File: config.mk
export PLATFORM = sky130hd
export DESIGN_NAME = attn_irq_mask
export DESIGN_NICKNAME = d
export VERILOG_FILES = /design/src/rtl/attn_irq_pkg.sv /design/src/rtl/attn_mask_port_stage.sv /design/src/rtl/attn_event_stage.sv /design/src/rtl/attn_mask_regs.sv /design/src/rtl/attn_irq_mask.sv
export SDC_FILE = /design/constraint.sdc
export NUM_CORES = 1
export LEC_CHECK = 0
export BUFFER_PORTS_ARGS = -buffer_cell sky130_fd_sc_hd__clkbuf_2
export CORE_AREA = 4 4 41 43
export CTS_CLUSTER_SIZE = 28
export DETAILED_ROUTE_END_ITERATION = 10
export DIE_AREA = 0 0 45 47
export SKIP_LAST_GASP = 1
export SLEW_MARGIN = 20
export SYNTH_ARGS = -nofsm -noshare
export SYNTH_HDL_FRONTEND = slang
export SYNTH_SLANG_ARGS = --single-unit
File: constraint.sdc
create_clock -name clk -period 1.1 [get_ports clk]
set_input_delay 0.33 -clock clk [delete_from_list [all_inputs] [get_ports clk]]
set_output_delay 0.33 -clock clk [all_outputs]
set_load 0.1 [all_outputs]
File: src/rtl/attn_irq_pkg.sv
package attn_irq_pkg;
  localparam int unsigned MASK_W_DEF   = 8;
  localparam int unsigned EN_POS_DEF   = 0;
  localparam int unsigned PEND_POS_DEF = 1;

  typedef struct packed {
    logic en;
    logic pend;
  } irq_state_t;
endpackage

File: src/rtl/attn_mask_port_stage.sv
// Applies a host write to the mask register: enable edge first, then W1C.
module attn_mask_port_stage
  import attn_irq_pkg::*;
#(
  parameter int unsigned DATA_W   = MASK_W_DEF,
  parameter int unsigned EN_BIT   = EN_POS_DEF,
  parameter int unsigned PEND_BIT = PEND_POS_DEF
) (
  input  irq_state_t        cur,
  input  logic              wr,
  input  logic [DATA_W-1:0] wdata,
  input  logic              any_attn,
  output irq_state_t        nxt
);
  logic en_req;
  logic clr_req;

  assign en_req  = wdata[EN_BIT];
  assign clr_req = wdata[PEND_BIT];

  always_comb begin
    nxt = cur;
    if (wr) begin
      if (en_req != cur.en) begin
        if (en_req) begin
          nxt.en = 1'b1;
          if (any_attn) nxt.pend = 1'b1;
        end else begin
          nxt.en   = 1'b0;
          nxt.pend = 1'b0;
        end
      end
      if (clr_req && nxt.pend) nxt.pend = 1'b0;
    end
  end
endmodule

File: src/rtl/attn_event_stage.sv
// Applies the response event, then the SMS attention request.
module attn_event_stage
  import attn_irq_pkg::*;
(
  input  irq_state_t cur,
  input  logic       rsp_set,
  input  logic       b2h_attn,
  input  logic       sms_attn,
  input  logic       sms_req_valid,
  input  logic       sms_req_val,
  input  logic       sms_req_irq,
  input  logic       glb_en,
  input  logic       line_present,
  output irq_state_t nxt
);
  logic       deliver;
  logic       b2h_eff;
  logic       sms_change;
  irq_state_t after_rsp;

  assign deliver    = line_present & glb_en;
  assign b2h_eff    = b2h_attn | rsp_set;
  assign sms_change = sms_req_valid & (sms_req_val != sms_attn);

  always_comb begin
    after_rsp = cur;
    if (rsp_set && deliver && cur.en && !cur.pend) after_rsp.pend = 1'b1;
  end

  always_comb begin
    nxt = after_rsp;
    if (sms_change) begin
      if (sms_req_val) begin
        if (sms_req_irq && deliver && !b2h_eff && after_rsp.en) nxt.pend = 1'b1;
      end else begin
        if (!b2h_eff && after_rsp.pend) nxt.pend = 1'b0;
      end
    end
  end
endmodule

File: src/rtl/attn_mask_regs.sv
// State register with cold reset, written-out clock enable and readback map.
module attn_mask_regs
  import attn_irq_pkg::*;
#(
  parameter int unsigned DATA_W   = MASK_W_DEF,
  parameter int unsigned EN_BIT   = EN_POS_DEF,
  parameter int unsigned PEND_BIT = PEND_POS_DEF
) (
  input  logic              clk,
  input  logic              rst_n,
  input  logic              cold_rst,
  input  irq_state_t        nxt,
  output irq_state_t        cur,
  output logic [DATA_W-1:0] rdata
);
  irq_state_t state_q;
  irq_state_t state_d;
  logic       state_upd;

  always_comb begin
    state_d   = cold_rst ? '0 : nxt;
    state_upd = (state_d != state_q);
  end

  always_ff @(posedge clk or negedge rst_n) begin
    if (!rst_n)         state_q <= '0;
    else if (state_upd) state_q <= state_d;
  end

  assign cur = state_q;

  for (genvar i = 0; i < DATA_W; i++) begin : g_rd
    if (i == EN_BIT) begin : g_en
      assign rdata[i] = state_q.en;
    end else if (i == PEND_BIT) begin : g_pend
      assign rdata[i] = state_q.pend;
    end else begin : g_zero
      assign rdata[i] = 1'b0;
    end
  end
endmodule

File: src/rtl/attn_irq_mask.sv
module attn_irq_mask
  import attn_irq_pkg::*;
#(
  parameter int unsigned DATA_W   = MASK_W_DEF,
  parameter int unsigned EN_BIT   = EN_POS_DEF,
  parameter int unsigned PEND_BIT = PEND_POS_DEF
) (
  input  logic              clk,
  input  logic              rst_n,
  input  logic              mask_wr,
  input  logic [DATA_W-1:0] mask_wdata,
  input  logic              b2h_attn,
  input  logic              sms_attn,
  input  logic              rsp_attn_set,
  input  logic              sms_req_valid,
  input  logic              sms_req_val,
  input  logic              sms_req_irq,
  input  logic              irq_glb_en,
  input  logic              irq_line_present,
  input  logic              cold_rst,
  output logic [DATA_W-1:0] mask_rdata,
  output logic              irq_out
);
  irq_state_t st_cur;
  irq_state_t st_port;
  irq_state_t st_evt;

  attn_mask_port_stage #(
    .DATA_W(DATA_W), .EN_BIT(EN_BIT), .PEND_BIT(PEND_BIT)
  ) u_port (
    .cur     (st_cur),
    .wr      (mask_wr),
    .wdata   (mask_wdata),
    .any_attn(b2h_attn | sms_attn),
    .nxt     (st_port)
  );

  attn_event_stage u_evt (
    .cur          (st_port),
    .rsp_set      (rsp_attn_set),
    .b2h_attn     (b2h_attn),
    .sms_attn     (sms_attn),
    .sms_req_valid(sms_req_valid),
    .sms_req_val  (sms_req_val),
    .sms_req_irq  (sms_req_irq),
    .glb_en       (irq_glb_en),
    .line_present (irq_line_present),
    .nxt          (st_evt)
  );

  attn_mask_regs #(
    .DATA_W(DATA_W), .EN_BIT(EN_BIT), .PEND_BIT(PEND_BIT)
  ) u_regs (
    .clk     (clk),
    .rst_n   (rst_n),
    .cold_rst(cold_rst),
    .nxt     (st_evt),
    .cur     (st_cur),
    .rdata   (mask_rdata)
  );

  assign irq_out = st_cur.pend;
endmodule

==> impl_metrics.csv, run 1 <==
group,metric,value,unit
critical_path,arrival,980,ps
critical_path,cp_slowest_cell,"dfrtp_4",
finish,fill_cells,151,
clock_tree,cts_buffers,3,
global_route,grt_pass1_vias,222,
global_route,grt_use_total,0.0568,
critical_path,end_kind,"output port",
logic_synthesis,ys.warnings.count,0,
sta,finalSetupTns,-548,ps
outcome,violations,"setup timing",
global_route,grt_pass1_wl,786,um
finish,fin_area,364,um2
finish,fin_util,0.280,
critical_path,r2r_end,"u_regs.cur[0]",
logic_synthesis,netlist_instances,24,
pwr,cellLeakagePower,0.179,nW
critical_path,required,770,ps
worst_hold_path,hold_class,"in2reg",
sta,clock_skew,2.17,ps
sta,whs,287,ps
finish,largest_reg_flops,2,
sta,finalCriticalPeriod,1310,ps
critical_path,crit_chain,"buf_6 > buf_12",
floorplanning,ios,29,
critical_path,r2r_start,"u_regs.cur[1]",
critical_path,slowest_delay,480,ps
sta,setup_ws,-206,ps
global_route,grt_overflow_total,0,
logic_synthesis,netlist_area,195,um2
critical_path,criticalPathCategory,"reg2out",
flow_run,cap_violations,0,
place,placed_area,328,um2
sta,drv_slew,0,
sta,setup_viol,4,
critical_path,r2r_slack,-80,ps
detailed_routing,vias,217,
clock_tree,post_cts_buffers,0,
detailed_routing,ant_nets,0,
clock_tree,cts_buffer_depth,2,
floorplanning,rows,13,
logic_synthesis,synth-seq-cells,2,
floorplanning,coreArea,0.00130,mm2
sta,fin_crit_sh,1.19,
sta,fmax,0.766,GHz
clock_tree,clockRootBuffer,"clkbuf_4",
detailed_routing,drtIter0Drc,0,
clock_tree,htreeDepth,1,
logic_synthesis,yosysUniqueCellTypes,15,
pwr,ir_drop,0.524,mV
detailed_routing,wl_per_cell,8.76,um
finish,drive_gt1_frac,0.535,
logic_synthesis,avgSynthCellArea,8.13,um2
floorplanning,dieArea,0.00212,mm2
floorplanning,dieHeight,47,um
floorplanning,die_w,45,um
critical_path,r2r_cells,4,
outcome,run_status,"finished with violations",
place,gp_congestion,0.686,
global_route,grt_max_degree,5,
finish,finish.net_count,65,
clock_tree,cts_tree,"yes",
clock_tree,numClockSinks,2,
sta,hold_viol,0,
critical_path,critPathLaunchType,"register",
detailed_routing,via_per_inst,3.74,
detailed_routing,drcViolationCount,0,
critical_path,worstSetupEndpoint,"mask_rdata[0]",
detailed_routing,drt_wl_total,508,um
detailed_routing,firstDrtPassIters,1,
clock_tree,insertion_delay,220,ps
sta,rsz0062_at_grt,"true",
floorplanning,initial_core_util,0.150,
logic_synthesis,synth-seq-area-share,0.256,
place,portBuffers,16,
finish,diodes,0,
pwr,power.density,1300,mW/mm2
finish,area_growth,86.5,%
critical_path,startpoint,"u_regs.cur[1]",
critical_path,cp_max_fo,4,
global_route,grt_antenna_before_repair,0,
clock_tree,clk_pin_slew,30,ps
## per-stage QoR
step	power (mW)	setup slack (ps)	instances
5_1_grt	0.505	-246	58
3_5_place_dp	0.314	-110	54
6_report	0.473	-206	58
3_3_place_gp	0.313	-50.4	54
2_1_floorplan	0.266	-183	29
4_1_cts	0.482	-216	58
## kinds of logic after synthesis
family / share of synthesized area
compound gates: 0.192
buf+inv: 0.288
flops: 0.256
mux: 0.0513
other cells: 0.0192
simple gates: 0.192
## cell usage after synthesis
cell type  number  area, um2
buf_4           7       52.6
dfrtp_1         2       50.1
nand2b_1        2       12.5
nor2_1          2       7.51
a32oi_1         1       8.76
conb_1          1       3.75
inv_1           1       3.75
mux2i_1         1       10.0
nand2_1         1       3.75
nor3_1          1       5.00
nor4b_1         1       8.76
o2111ai_1       1       8.76
o21ai_0         1       5.00
o21bai_1        1       7.51
o31ai_1         1       7.51
## worst min-delay path by stage
stage,start,end,slack [ps],cells past startpoint
after global routing,cold_rst,u_regs.cur[1],290,2
after floorplan,rst_n,u_regs.cur[0],30,0
after detailed placement,rst_n,u_regs.cur[0],120,1
after global placement,rst_n,u_regs.cur[0],120,1
final,cold_rst,u_regs.cur[1],290,2
after CTS,cold_rst,u_regs.cur[1],280,2
## layout by cell type, fill, tap and decap left out, drive strengths merged
master       Yosys  final
a32oi            1      1
buf              7      4
clkbuf           0     16
conb             1      6
dfrtp            2      2
dlygate4sd3      0      1
inv              1      1
mux2i            1      1
nand2            1      1
nand2b           2      2
nor2             2      2
nor3             1      1
nor4b            1      1
o2111ai          1      1
o21ai            1      1
o21bai           1      1
o31ai            1      1
## critical path: cells and delay by family, from the launching register on
kind | cells | cell delay [ps]
buf+inv | 2 | 280
flops | 1 | 480
## what timing repair did
item                                    4_1_cts  5_1_grt
endpoints found under the setup margin        4        4
hold buffers                                  1        0
resized for setup                             1        0
endpoints found under the hold margin         2        0
gates cloned                                  0        0
## layout make-up
| type | instances | area (um2) | area share |
|---|---|---|---|
| Timing Repair Buffer | 18 | 146 | 0.402 |
| Tap cell | 15 | 18.8 | 0.0515 |
| Inverter | 1 | 3.75 | 0.0103 |
| Clock buffer | 3 | 22.5 | 0.0619 |
| Multi-Input combinational cell | 19 | 115 | 0.316 |
| Sequential cell | 2 | 57.6 | 0.158 |
## routing by layer
layer  share of wire  vias to the layer above  wire length [um]  track usage
met5               0                        -                 0            0
met4               0                        0                 0       0.0526
met3            0.20                        0               100       0.0383
met2            0.43                       17               217       0.0734
met1            0.37                       91               190       0.0611
li1                -                      109                 -            -
## power breakdown
part	internal (mW)	switching, mW
combinational	0.0623	0.166
clock	0.120	0.0361
sequential	0.0816	0.00731
(Power assumes the default switching activity.)
==> inputs of run 2 (changes only) <==
Settings changed: CORE_AREA 4 4 41 43 to 2 2 39 41, DIE_AREA 0 0 45 47 to 0 0 41 43.
==> run 2 against run 1 <==
Against the previous run:
- the flow still finishes with violations (setup timing)
- sequential cell count is the same
- power up 2.4%
- worst hold slack gained 5.7 ps
- first-iteration DRC count stayed put
- clock power increased by 3%
- worst setup slack gained 9.7 ps
- die area shrank 17%
- global-route usage up 0.55 points
- non-clock buffer count is 2 higher
- highest routed layer unchanged
- final area up 4.5%
- clock-buffer cell count did not move
==> impl_metrics.csv, run 2 (synthesis gave the netlist of run 1 again) <==
group,metric,value,unit
outcome,run_status,"finished with violations",
outcome,violations,"setup timing",
critical_path,end_kind,"output port",
global_route,grt_use_total,0.0622,
floorplanning,rows,14,
sta,finalSetupTns,-635,ps
critical_path,required,770,ps
finish,fin_util,0.275,
detailed_routing,drcViolationCount,0,
flow_run,cap_violations,0,
floorplanning,ios,29,
clock_tree,cts_buffer_depth,2,
finish,drive_gt1_frac,0.556,
finish,largest_reg_flops,2,
finish,fin_area,380,um2
detailed_routing,drtIter0Drc,0,
sta,fin_crit_sh,1.18,
global_route,grt_pass1_wl,696,um
sta,fmax,0.771,GHz
place,place_ws,-82.8,ps
clock_tree,numClockSinks,2,
place,gp_congestion,0.592,
global_route,grt_overflow_total,0,
sta,drv_slew,0,
critical_path,criticalPathCategory,"reg2out",
sta,clock_skew,6.05,ps
pwr,power.density,1270,mW/mm2
floorplanning,die_w,41,um
floorplanning,initial_core_util,0.141,
finish,final_cell_mix,"clkbuf_2, conb_1, clkbuf_4, buf_12",
sta,rsz0062_at_grt,"true",
global_route,grt_pass1_vias,187,
sta,setup_viol,4,
global_route,grt_antenna_before_repair,0,
finish,diodes,0,
finish,area_growth,94.9,%
sta,hold_viol,0,
detailed_routing,ant_nets,0,
clock_tree,clk_pin_slew,30,ps
finish,ff_latch_area,57.6,um2
critical_path,cp_max_fo,2,
detailed_routing,drt_wl_total,473,um
clock_tree,clockRootBuffer,"clkbuf_4",
clock_tree,htreeDepth,1,
sta,setup_ws,-196,ps
clock_tree,insertion_delay,220,ps
detailed_routing,firstDrtPassIters,1,
critical_path,arrival,970,ps
finish,multiInputGateArea,115,um2
place,portBuffers,16,
floorplanning,coreArea,0.00138,mm2
detailed_routing,vias,225,
clock_tree,cts_tree,"yes",
finish,finish.net_count,67,
detailed_routing,via_per_inst,3.69,
floorplanning,dieHeight,43,um
sta,finalCriticalPeriod,1300,ps
clock_tree,cts_buffers,3,
pwr,ir_drop,0.647,mV
floorplanning,dieArea,0.00176,mm2
pwr,cellLeakagePower,0.190,nW
detailed_routing,wl_per_cell,7.75,um
finish,fill_cells,157,
finish,final_common_cell,"clkbuf_2",
critical_path,critPathLaunchType,"register",
global_route,grt_max_degree,4,
place,placed_area,329,um2
worst_hold_path,hold_class,"in2reg",
-- run 2: cell count changes in the layout (fill, tap and decap cells not counted) --
cell / delta
buf_4: +2
-- run 2: layer usage --
metal | GRT usage | vias up | wire length (um)
met3 | 0.0471 | 0 | 73
met5 | 0 | - | 0
met2 | 0.0781 | 15 | 189
met1 | 0.0707 | 95 | 210
met4 | 0.0400 | 0 | 0
li1 | - | 115 | -
-- run 2: critical path, cell delays in order (launching register included) --
cell	delay [ps]
dfrtp_4	470
buf_6	120
buf_12	150
-- run 2: final timing paths --
check / from / end / slack (ps) / cells past startpoint
max: u_regs.cur[1] / mask_rdata[0] / -200 / 2
min: cold_rst / u_regs.cur[1] / 290 / 2
max reg2reg: u_regs.cur[1] / u_regs.cur[0] / -180 / 5
min reg2reg: u_regs.cur[1] / u_regs.cur[1] / 770 / 3
max in group asynchronous: rst_n / u_regs.cur[1] / 550 / 2
min in group asynchronous: rst_n / u_regs.cur[0] / 430 / 2
-- run 2: through the flow --
step                hold slack [ps]  std cells  power (mW)
floorplan                      34.4         29       0.266
finish                          293         61       0.484
detailed placement              118         55       0.314
global route                    286         61       0.514
CTS                             286         61       0.495
global placement                116         55       0.313
-- run 2: area by class of cell --
cell class                 instances  area share
clock buffer                       3      0.0592
inverter                           1     0.00987
multi-input combinational         19       0.303
sequential                         2       0.151
tap                               16      0.0526
timing repair buffer              20       0.424
-- run 2: power by group --
group | total, mW | leakage [nW] | switching [mW] | internal [mW]
clock | 0.161 | 0.0138 | 0.0410 | 0.120
sequential | 0.0877 | 0.0234 | 0.00617 | 0.0816
combinational | 0.235 | 0.153 | 0.168 | 0.0675
-- run 2: what timing repair did --
| action | in CTS | in global routing |
|---|---|---|
| hold endpoints to repair | 2 | 0 |
| hold buffers | 1 | 0 |
| setup endpoints to repair | 4 | 4 |
| resized for setup | 1 | 0 |
| setup buffers | 2 | 0 |
